<file path="src/rtl/sba_pkg.sv">
package sba_pkg;
  typedef enum logic [2:0] {
    ST_IDLE   = 3'd0,
    ST_DECIDE = 3'd1,
    ST_FAST   = 3'd2,
    ST_WAIT   = 3'd3,
    ST_SYNC   = 3'd4,
    ST_DONE   = 3'd5
  } sba_state_e;
endpackage

</file>
<file path="src/rtl/sba_phase_gen.sv">
module sba_phase_gen #(
  parameter int DIV_CLKS = 10,
  parameter int LOW_CLKS = 6
) (
  input  logic clk,
  input  logic rst_n,
  output logic en_o,
  output logic low_next_o,
  output logic last_high_o
);
  localparam int PW = (DIV_CLKS > 1) ? $clog2(DIV_CLKS) : 1;
  localparam logic [PW-1:0] LAST_PH = PW'(DIV_CLKS - 1);
  localparam logic [PW-1:0] HIGH_PH = PW'(LOW_CLKS);

  logic [PW-1:0] ph_q, ph_d;

  always_comb begin
    if (ph_q == LAST_PH) ph_d = '0;
    else                 ph_d = ph_q + 1'b1;
  end

  always_ff @(posedge clk or negedge rst_n) begin
    if (!rst_n) ph_q <= '0;
    else        ph_q <= ph_d;
  end

  assign en_o        = (ph_q >= HIGH_PH);
  assign low_next_o  = (ph_d < HIGH_PH);
  assign last_high_o = (ph_q == LAST_PH);

  AST_PH_STEP: assert property (@(posedge clk) disable iff (!rst_n)
    (ph_q != '0) |-> (ph_q == $past(ph_q) + 1'b1));
  AST_EN_RISE: assert property (@(posedge clk) disable iff (!rst_n)
    $rose(en_o) |-> (ph_q == HIGH_PH));
endmodule

</file>
<file path="src/rtl/sba_cycle_fsm.sv">
module sba_cycle_fsm
  import sba_pkg::*;
(
  input  logic clk,
  input  logic rst_n,
  input  logic start_i,
  input  logic rw_i,
  input  logic vpa_n_i,
  input  logic en_i,
  input  logic low_next_i,
  input  logic last_high_i,
  output logic vma_n_o,
  output logic latch_o,
  output logic done_o
);
  sba_state_e state_q, state_d;
  logic       rd_q;
  logic       rd_load;

  always_comb begin
    state_d = state_q;
    unique case (state_q)
      ST_IDLE:   if (start_i) state_d = ST_DECIDE;
      ST_DECIDE: state_d = vpa_n_i ? ST_FAST : ST_WAIT;
      ST_FAST:   state_d = ST_IDLE;
      ST_WAIT:   if (low_next_i) state_d = ST_SYNC;
      ST_SYNC:   if (last_high_i) state_d = ST_DONE;
      ST_DONE:   state_d = ST_IDLE;
      default:   state_d = ST_IDLE;
    endcase
  end

  assign rd_load = (state_q == ST_IDLE) && start_i;

  always_ff @(posedge clk or negedge rst_n) begin
    if (!rst_n) state_q <= ST_IDLE;
    else        state_q <= state_d;
  end

  always_ff @(posedge clk or negedge rst_n) begin
    if (!rst_n)       rd_q <= 1'b0;
    else if (rd_load) rd_q <= rw_i;
  end

  assign vma_n_o = (state_q != ST_SYNC);
  assign latch_o = (state_q == ST_SYNC) && last_high_i && rd_q;
  assign done_o  = (state_q == ST_DONE) || (state_q == ST_FAST);

  AST_VMA_FALL_LOW: assert property (@(posedge clk) disable iff (!rst_n)
    $fell(vma_n_o) |-> !en_i);
  AST_DONE_AT_FALL: assert property (@(posedge clk) disable iff (!rst_n)
    (done_o && !$past(vma_n_o)) |-> ($fell(en_i) && vma_n_o));
  AST_DONE_ONE_CLK: assert property (@(posedge clk) disable iff (!rst_n)
    done_o |=> !done_o);
  AST_LATCH_IN_HIGH: assert property (@(posedge clk) disable iff (!rst_n)
    latch_o |-> (en_i && !vma_n_o));
  AST_VMA_HOLD_HIGH: assert property (@(posedge clk) disable iff (!rst_n)
    (!vma_n_o && en_i) |=> (!vma_n_o || !en_i));
endmodule

</file>
<file path="src/rtl/sync_bus_adapter.sv">
module sync_bus_adapter #(
  parameter int DIV_CLKS = 10,
  parameter int LOW_CLKS = 6
) (
  input  logic clk,
  input  logic rst_n,
  input  logic as_start_i,
  input  logic rw_i,
  input  logic vpa_n_i,
  output logic en_o,
  output logic vma_n_o,
  output logic latch_o,
  output logic done_o
);
  logic [1:0] rst_sync_q;
  logic       rst_int_n;
  logic       low_next;
  logic       last_high;

  always_ff @(posedge clk or negedge rst_n) begin
    if (!rst_n) rst_sync_q <= 2'b00;
    else        rst_sync_q <= {rst_sync_q[0], 1'b1};
  end
  assign rst_int_n = rst_sync_q[1];

  sba_phase_gen #(
    .DIV_CLKS(DIV_CLKS),
    .LOW_CLKS(LOW_CLKS)
  ) phase_i (
    .clk        (clk),
    .rst_n      (rst_int_n),
    .en_o       (en_o),
    .low_next_o (low_next),
    .last_high_o(last_high)
  );

  sba_cycle_fsm fsm_i (
    .clk        (clk),
    .rst_n      (rst_int_n),
    .start_i    (as_start_i),
    .rw_i       (rw_i),
    .vpa_n_i    (vpa_n_i),
    .en_i       (en_o),
    .low_next_i (low_next),
    .last_high_i(last_high),
    .vma_n_o    (vma_n_o),
    .latch_o    (latch_o),
    .done_o     (done_o)
  );

  AST_RESET_QUIET: assert property (@(posedge clk) disable iff (!rst_int_n)
    $rose(rst_int_n) |-> (vma_n_o && !done_o && !en_o));
endmodule

</file>
<file path="config.mk">
export PLATFORM = sky130hd
export DESIGN_NAME = sync_bus_adapter
export DESIGN_NICKNAME = d
export VERILOG_FILES = /design/src/rtl/sba_pkg.sv /design/src/rtl/sba_phase_gen.sv /design/src/rtl/sba_cycle_fsm.sv /design/src/rtl/sync_bus_adapter.sv
export SDC_FILE = /design/constraint.sdc
export NUM_CORES = 1
export LEC_CHECK = 0
export BUFFER_PORTS_ARGS = -buffer_cell sky130_fd_sc_hd__buf_2
export CORE_AREA = 3 3 40 42
export DETAILED_ROUTE_END_ITERATION = 16
export DIE_AREA = 0 0 43 45
export PLACE_DENSITY_LB_ADDON = 0.25
export SLEW_MARGIN = 0
export SYNTH_ARGS = -nofsm -noshare
export SYNTH_HDL_FRONTEND = slang
export SYNTH_SLANG_ARGS = --single-unit
</file>
<file path="constraint.sdc">
create_clock -name clk -period 1.8 [get_ports clk]
set_input_delay 0.18 -clock clk [delete_from_list [all_inputs] [get_ports clk]]
set_output_delay 0.18 -clock clk [all_outputs]
set_load 0.005 [all_outputs]
</file>
==> flow_summary.yaml, run 1 <==
clocking:
  cts_buffers: 3
  clk_latency_ns: 0.26
  htreeDepth: 1
  cts_root_buf: "clkbuf_4"
  tritoncts: "built"
  cts_buffer_depth: 2
  cts_sinks: 10
  clk_pin_slew_worst_paths_ns: 0.07
floorplan:
  ios: 9
  start_util_pct: 40.60
  std_cell_rows: 13
  dieArea_um2: 1935
  fp.dieW_um: 43
  die_y_um: 45
  core-area_um2: 1285
synth:
  async_flop_share_pct: 100.0
  yosys_warnings: 0
  synth_edf_count: 0
  yosysSeqAreaShare_pct: 47.96
  synthCells: 50
  syn_avg_cell_area_um2: 10.44
  syn_nets: 55
  ys_seq_elements: 10
  synth.distinct_cells: 28
  synth_area_um2: 521.8
  synth_ff_type: "dfrtp_1"
setup_path:
  path_class: "reg -> out"
  critPathMaxFanout: 8
  crit_arrival_ns: 1.31
  rr_worst_depth: 3
  crit_path_start_kind: "flip-flop"
  worstPathRequired_ns: 1.62
  crit_path_end_kind: "primary output"
timing:
  hold_viol: 0
  skew_ns: 0.009011
  setup_viol: 0
  slew_viol_final: 0
  grt_setup_unrepaired: "no"
  period_needed_ns: 1.489
  tns_ns: 0
  min_period_over_period_pct: 82.72
  fmax_mhz: 671.6
finish:
  stdcell_area_um2: 608.1
  fillers: 126
  final_util_pct: 47.32
  layout.nets: 67
  antenna_cells: 0
  stdcell_count: 76
  syn2layout_area_growth_pct: 16.55
  drive_above_1_share_pct: 31.15
pwr:
  power.density_nw_per_um2: 1081
  finalPower_mw: 0.6571
  leakage_nw: 0.2664
  peakVddDrop_mv: 0.4720
global_route:
  grt_pass1_wl_mm: 1.338
  grt_use_total_pct: 9.536
  grt_pass1_vias: 334
  grt_max_degree: 9
  antenna_found_initial: 0
  grt-ovfl-total: 0
route:
  drtIter0Drc: 5
  wl_per_cell_um: 10.70
  dr.pass1.iters: 4
  drc: 0
  ant_nets: 0
  viasPerCell: 4.987
  via_count: 379
  drt-total-wl_um: 813
outcome:
  outcome: "finished clean"
place:
  gp_congestion: 0.7125
  hpwlAfterDp_um: 639.6
  placed_area_um2: 561.8
  dp_cells: 71
  io_buffer_count: 8
hold_path:
  min_path_type: "reg -> async"
job:
  drv_cap: 0
[cell families after synthesis]
group,share of synthesized area (%)
compound gates,17.98
xor+xnor,3.358
buf+inv,7.193
flops,47.96
mux,4.077
other cells,0.7187
simple gates,18.71
[final timing paths]
| check | start | endpoint | slack [ns] |
|---|---|---|---|
| min in group clk | rw_i | fsm_i.rd_q | 0.14 |
| setup / recovery | phase_i.ph_q[1] | latch_o | 0.31 |
| setup reg to reg | phase_i.ph_q[2] | fsm_i.state_q[2] | 0.57 |
| max in group asynchronous | rst_sync_q[1] | phase_i.ph_q[3] | 1.44 |
| hold reg to reg | rst_sync_q[1] | phase_i.ph_q[2] | 0.11 |
| hold / removal | rst_sync_q[1] | phase_i.ph_q[2] | 0.11 |
[state kept, by name (all words and copies together) (netlist names)]
signal and count:
phase_i.ph_q 4, fsm_i.state_q 3, rst_sync_q 2, fsm_i.rd_q 1
[routing by layer]
| layer | part of all wire [%] | track usage [%] |
|---|---|---|
| met1 | 53 | 12.03 |
| met3 | 5.2 | 5.976 |
| met2 | 42 | 14.07 |
| met4 | 0 | 1.807 |
| met5 | 0 | 0 |
[synth_stat cells, drive strengths merged, types with 2 or more instances]
library cell   n  area, um^2
nor2           2       7.510
inv            5       18.76
nand2          7       26.28
o21ai          3       15.01
nand2b         3       26.27
dfrtp         10       250.2
buf            2       18.77
[cell type report]
cell class / count / area, um^2 / share of cell area, %
timing repair buffer: 9 / 50.05 / 8.230
inverter: 5 / 18.77 / 3.086
sequential: 10 / 250.2 / 41.15
tap: 15 / 18.77 / 3.086
multi-input combinational: 33 / 234.0 / 38.48
clock buffer: 4 / 36.28 / 5.967
[layout by cell type (no fill, tap or decap), drive strengths merged, types with 2 or more instances in the layout]
cell type and instances:
nor2 2, inv 5, clkbuf 4, dfrtp 10, nand2 7, o21ai 3, nand2b 3, buf 8
[worst max-delay path, stage by stage (launching register included)]
cell and delay, ns:
dfrtp_1 0.47, nand2b_1 0.20, nor4_1 0.22, buf_2 0.15
[report_power, final]
part	internal [mW]	total, mW	switching [mW]
Sequential	0.263	0.311	0.0482
Combinational	0.0775	0.153	0.0756
Clock	0.122	0.193	0.0709
Total	0.462	0.657	0.195
[timing repair]
| item | in CTS | in global routing |
|---|---|---|
| gates resized for setup | 0 | 0 |
| buffers inserted | 0 | 0 |
| hold endpoints to repair | 2 | 0 |
| hold buffers | 1 | 0 |
[stage by stage]
step,worst slack [ns],hold WS [ns]
floorplan,0.6117,-0.1156
global placement,0.5769,-0.03396
detailed placement,0.5661,-0.03158
CTS,0.2930,0.1258
global route,0.2146,0.1472
finish,0.3110,0.1131
Note: power is estimated with default switching activity, not from simulation.
==> inputs of run 2 (changes only) <==
- clock period: 1.8 -> 1.3 ns (I/O delays scaled with it)
==> flow_summary.yaml, run 2 (synthesis gave the netlist of run 1 again) <==
hold_path:
  worstHoldStart: "rw_i"
  min_path_type: "in -> reg"
  hold_path_end: "fsm_i.rd_q"
  hold_depth: 3
finish:
  seq_area_um2: 257.7
  stdcell_count: 87
  reg_top3: "phase_i.ph_q (4), fsm_i.state_q (3), rst_sync_q (2)"
  final_util_pct: 56.86
  layout_common_cells: "12 x buf_4, 7 x nand2_1, 7 x buf_2"
  final_common_cell: "buf_4"
  syn2layout_area_growth_pct: 40.05
  layout.nets: 79
  drive_above_1_share_pct: 55.56
  antenna_cells: 0
  stdcell_area_um2: 730.7
  fillers: 114
  regMostFlops: "phase_i.ph_q"
  multi_input_area_um2: 266.5
  largest_reg_flops: 4
setup_path:
  timing.rr.start: "phase_i.ph_q[1]"
  crit_path_end_kind: "primary output"
  crit_arrival_ns: 1.24
  worstPathRequired_ns: 1.17
  path_class: "reg -> out"
  r2r_end: "fsm_i.state_q[2]"
  crit_path_start_kind: "flip-flop"
  rr_worst_depth: 4
  r2r_setup_slack_ns: 0.03
  critPathMaxFanout: 4
route:
  via_count: 425
  met3_length_um: 54
  wl_met1_um: 483
  wl_per_cell_um: 12.29
  drt-total-wl_mm: 1.069
  viasPerCell: 4.885
  top_layer: "met4"
  drc: 0
  route.met2.wl_um: 511
  drtIter0Drc: 9
  ant_nets: 0
  dr.pass1.iters: 4
timing:
  tns_ns: -0.1327
  skew_ns: 0.01463
  setup_ws_ns: -0.06884
  fmax_mhz: 730.5
  period_needed_ns: 1.369
  min_period_over_period_pct: 105.3
  slew_viol_final: 0
  hold_viol: 0
  grt_setup_unrepaired: "yes"
  setup_viol: 2
job:
  drv_cap: 0
place:
  gp_congestion: 0.6959
  io_buffer_count: 8
  placed_area_um2: 576.8
  place_ws_ns: 0.05712
  hpwlAfterDp_um: 669.8
  dp_cells: 73
clocking:
  cts_buffer_depth: 2
  cts_buffers: 3
  clk_pin_slew_worst_paths_ns: 0.07
  clk_latency_ns: 0.27
  cts_sinks: 10
  htreeDepth: 1
  cts_root_buf: "clkbuf_4"
  tritoncts: "built"
global_route:
  grt_use_total_pct: 11.96
  antenna_found_initial: 0
  grt_max_degree: 9
  grt_pass1_wl_mm: 1.656
  grt_pass1_vias: 403
  grt-ovfl-total: 0
floorplan:
  std_cell_rows: 13
  fp.dieW_um: 43
  start_util_pct: 40.60
  dieArea_um2: 1935
  ios: 9
  core-area_um2: 1285
  die_y_um: 45
pwr:
  power.density_nw_per_um2: 1519
  leakage_nw: 0.3276
  peakVddDrop_mv: 0.8715
outcome:
  violations: "setup timing"
  outcome: "complete, but fails checks"
## run 2: changes by cell type in the layout (fill, tap and decap cells not counted), sizes merged
cell / previous run / this run
clkbuf: 4 / 3
buf: 8 / 20
## run 2: critical path: stages, from the launching register on
cell,delay (ns)
dfrtp_2,0.44
nor2b_4,0.14
mux2_4,0.27
buf_6,0.12
## run 2: power by group
| part | total, mW | internal (mW) | switching, mW |
|---|---|---|---|
| combinational | 0.459 | 0.287 | 0.172 |
| sequential | 0.438 | 0.370 | 0.0677 |
| clock | 0.213 | 0.107 | 0.106 |
| total | 1.11 | 0.764 | 0.345 |
## run 2: through the flow
stage	power, mW	hold WS [ns]
after detailed placement	0.6422	-0.08383
after CTS	0.9895	0.05410
final	1.110	0.05611
after floorplan	0.5827	-0.1656
after global routing	1.182	0.05508
after global placement	0.6484	-0.08501
## run 2: per-layer routing
metal	global-route usage [%]	vias to the layer above
met2	21.56	8
li1	-	218
met1	12.22	196
met5	0	-
met3	4.781	3
met4	5.422	0
## run 2: how the worst max path moves through the flow
stage	start	end	slack (ns)	cells past startpoint
CTS	phase_i.ph_q[2]	latch_o	-0.08	3
finish	fsm_i.state_q[1]	done_o	-0.07	3
global route	fsm_i.state_q[2]	done_o	-0.11	4
floorplan	phase_i.ph_q[2]	fsm_i.state_q[2]	0.11	4
detailed placement	phase_i.ph_q[3]	fsm_i.state_q[2]	0.06	3
global placement	phase_i.ph_q[3]	fsm_i.state_q[2]	0.08	3
## run 2: timing repair
item,4_1_cts,5_1_grt
gates resized for setup,9,6
endpoints found under the hold margin,2,0
hold buffers,1,0
buffers inserted,8,2
pin swaps,0,0
setup endpoints to repair,3,5
gates cloned,0,0
## run 2: area by class of cell
class	count	share of cell area, %
Multi-Input combinational cell	33	36.47
Timing Repair Buffer	21	20.03
Sequential cell	10	35.27
Clock buffer	3	3.082
Inverter	5	2.568
Tap cell	15	2.568
==> inputs of run 3 (changes only) <==
- ABC_AREA: unset -> 1
==> flow_summary.yaml, run 3 <==
pwr:
  p_switching_mw: 0.3734
  power.density_nw_per_um2: 1637
  pwr-share-comb_pct: 37.5
  peakVddDrop_mv: 0.8773
  leakage_nw: 0.3667
  p_int_mw: 0.7350
  switching_share_pct: 33.69
  pwr-share-seq_pct: 37.5
  p_clk_share_pct: 25.0
timing:
  grt_setup_unrepaired: "yes"
  setup_ws_ns: -0.01884
  slew_viol_final: 0
  fmax_mhz: 758.2
  hold_viol: 0
  skew_ns: 0.005999
  min_period_over_period_pct: 101.4
  setup_viol: 1
  period_needed_ns: 1.319
setup_path:
  crit_path_end_kind: "primary output"
  worstPathRequired_ns: 1.17
  critPathMaxFanout: 3
  path_class: "reg -> out"
  crit_path_start_kind: "flip-flop"
  r2r_setup_slack_ns: 0.13
  crit_arrival_ns: 1.19
hold_path:
  min_path_type: "in -> reg"
synth:
  synth_ff_type: "dfrtp_1"
  yosys_warnings: 0
  syn_avg_cell_area_um2: 8.043
  yosysMostFrequentCell: "nand2_1"
  synthCells: 63
  async_flop_share_pct: 100.0
  yosysTopAreaCell: "dfrtp_1"
  synth.top_cell.area_share_pct: 49.38
  synth.distinct_cells: 18
  synth_common_cells: "18 x nand2_1, 10 x dfrtp_1, 10 x inv_1, 4 x nand3_1"
  yosysSeqAreaShare_pct: 49.38
  syn_nets: 68
  ys_seq_elements: 10
  synth_area_um2: 506.7
  synth_edf_count: 0
  synth_area_leaders: "dfrtp_1 49%, nand2_1 13%, inv_1 7.4%"
clocking:
  clk_pin_slew_worst_paths_ns: 0.07
  htreeDepth: 1
  clk_latency_ns: 0.26
  cts_buffers: 3
  cts_buffer_depth: 2
  cts_sinks: 10
  cts_root_buf: "clkbuf_4"
  tritoncts: "built"
floorplan:
  std_cell_rows: 13
  die_y_um: 45
  start_util_pct: 39.44
  dieArea_um2: 1935
  core-area_um2: 1285
  ios: 9
  fp.dieW_um: 43
place:
  io_buffer_count: 8
  gp_congestion: 0.8207
  hpwlAfterDp_um: 668.7
  placed_area_um2: 565.5
route:
  wl_per_cell_um: 9.175
  via_count: 436
  drc: 0
  viasPerCell: 4.495
  ant_nets: 0
  drtIter0Drc: 8
  drt-total-wl_um: 890
  dr.pass1.iters: 4
finish:
  final_util_pct: 52.68
  fillers: 130
  layout_common_cells: "17 x nand2_1, 9 x inv_1, 9 x dfrtp_1"
  layout.nets: 88
  syn2layout_area_growth_pct: 33.58
  final_common_cell: "nand2_1"
  regMostFlops: "phase_i.ph_q"
  stdcell_area_um2: 676.9
  largest_reg_flops: 4
  reg_top3: "phase_i.ph_q (4), fsm_i.state_q (3), rst_sync_q (2)"
  drive_above_1_share_pct: 43.90
  antenna_cells: 0
outcome:
  outcome: "complete, but fails checks"
  violations: "setup timing"
global_route:
  grt_use_total_pct: 10.71
  grt_pass1_vias: 405
  grt_pass1_wl_mm: 1.524
  antenna_found_initial: 0
  grt_max_degree: 9
  grt-ovfl-total: 0
job:
  drv_cap: 0
[run 3: changes by cell type in the layout (fill, tap and decap cells not counted), moves of 2 or more]
cell,delta
buf_4,-7
nand3_2,+2
dfrtp_1,+5
nor2_2,+2
nand2_2,+4
nand2_1,+10
dfrtp_2,-5
nor3_2,+3
nand3_1,+4
inv_1,+5
inv_2,+3
nand2b_4,-2
[run 3: what timing repair did]
item | 4_1_cts | 5_1_grt
gates cloned | 0 | 0
hold endpoints to repair | 2 | 0
buffers inserted | 5 | 1
endpoints found under the setup margin | 1 | 3
resized for setup | 1 | 6
hold buffers | 1 | 0
[run 3: area by class of cell]
cell class / count / area, um^2 / area share [%]
Tap cell: 15 / 18.77 / 2.773
Sequential cell: 10 / 251.5 / 37.15
Timing Repair Buffer: 15 / 98.84 / 14.60
Multi-Input combinational cell: 40 / 222.7 / 32.90
Clock buffer: 4 / 36.28 / 5.360
Inverter: 13 / 48.80 / 7.209
[run 3: final timing paths]
kind | start | to | cells past startpoint
max | fsm_i.state_q[0] | latch_o | 4
min | rw_i | fsm_i.rd_q | 3
max reg2reg | fsm_i.state_q[0] | fsm_i.state_q[2] | 7
min reg2reg | rst_sync_q[1] | fsm_i.state_q[0] | 0
max in group asynchronous | rst_sync_q[1] | fsm_i.state_q[1] | 0
min in group asynchronous | rst_sync_q[1] | fsm_i.state_q[0] | 0
[run 3: metrics by stage]
stage | total power [mW] | worst slack (ns) | std cells | TNS [ns] | hold WS, ns
CTS | 1.084 | -0.04761 | 96 | -0.04761 | 0.1105
global route | 1.205 | -0.08334 | 97 | -0.08334 | 0.1246
floorplan | 0.6651 | 0.2495 | 63 | 0 | -0.1656
finish | 1.108 | -0.01884 | 97 | -0.01884 | 0.1143
global placement | 0.7401 | 0.1808 | 86 | 0 | -0.08362
detailed placement | 0.7429 | 0.1741 | 86 | 0 | -0.08368
[run 3: power by group through the flow]
stage          Sequential, mW  Combinational, mW  Clock [mW]
6_report                0.415              0.416       0.277
5_1_grt                 0.422              0.476       0.306
2_1_floorplan           0.432              0.233           0
4_1_cts                 0.411              0.391       0.282
3_3_place_gp            0.446              0.294           0
3_5_place_dp            0.449              0.294           0
[run 3: layer usage]
metal	vias up	track usage [%]	wire length, um
met2	5	16.17	416
met3	2	2.390	34
met1	199	13.75	427
li1	230	-	-
met5	-	0	0
met4	0	7.229	11
[run 3: kinds of logic (layout without fill, tap and decap cells)]
logic type,Yosys count,after routing,share of synthesized area (%)
DFF,10,10,49.38
buffers and inverters,13,32,9.630
other,1,1,0.7400
and+or+nand+nor,35,35,35.06
AOI/OAI and AO/OA,4,4,5.184
[run 3: critical path: stages (launching register included)]
cell	delay [ns]
dfrtp_1	0.40
nor3_2	0.21
inv_1	0.10
nor3_2	0.09
buf_2	0.12
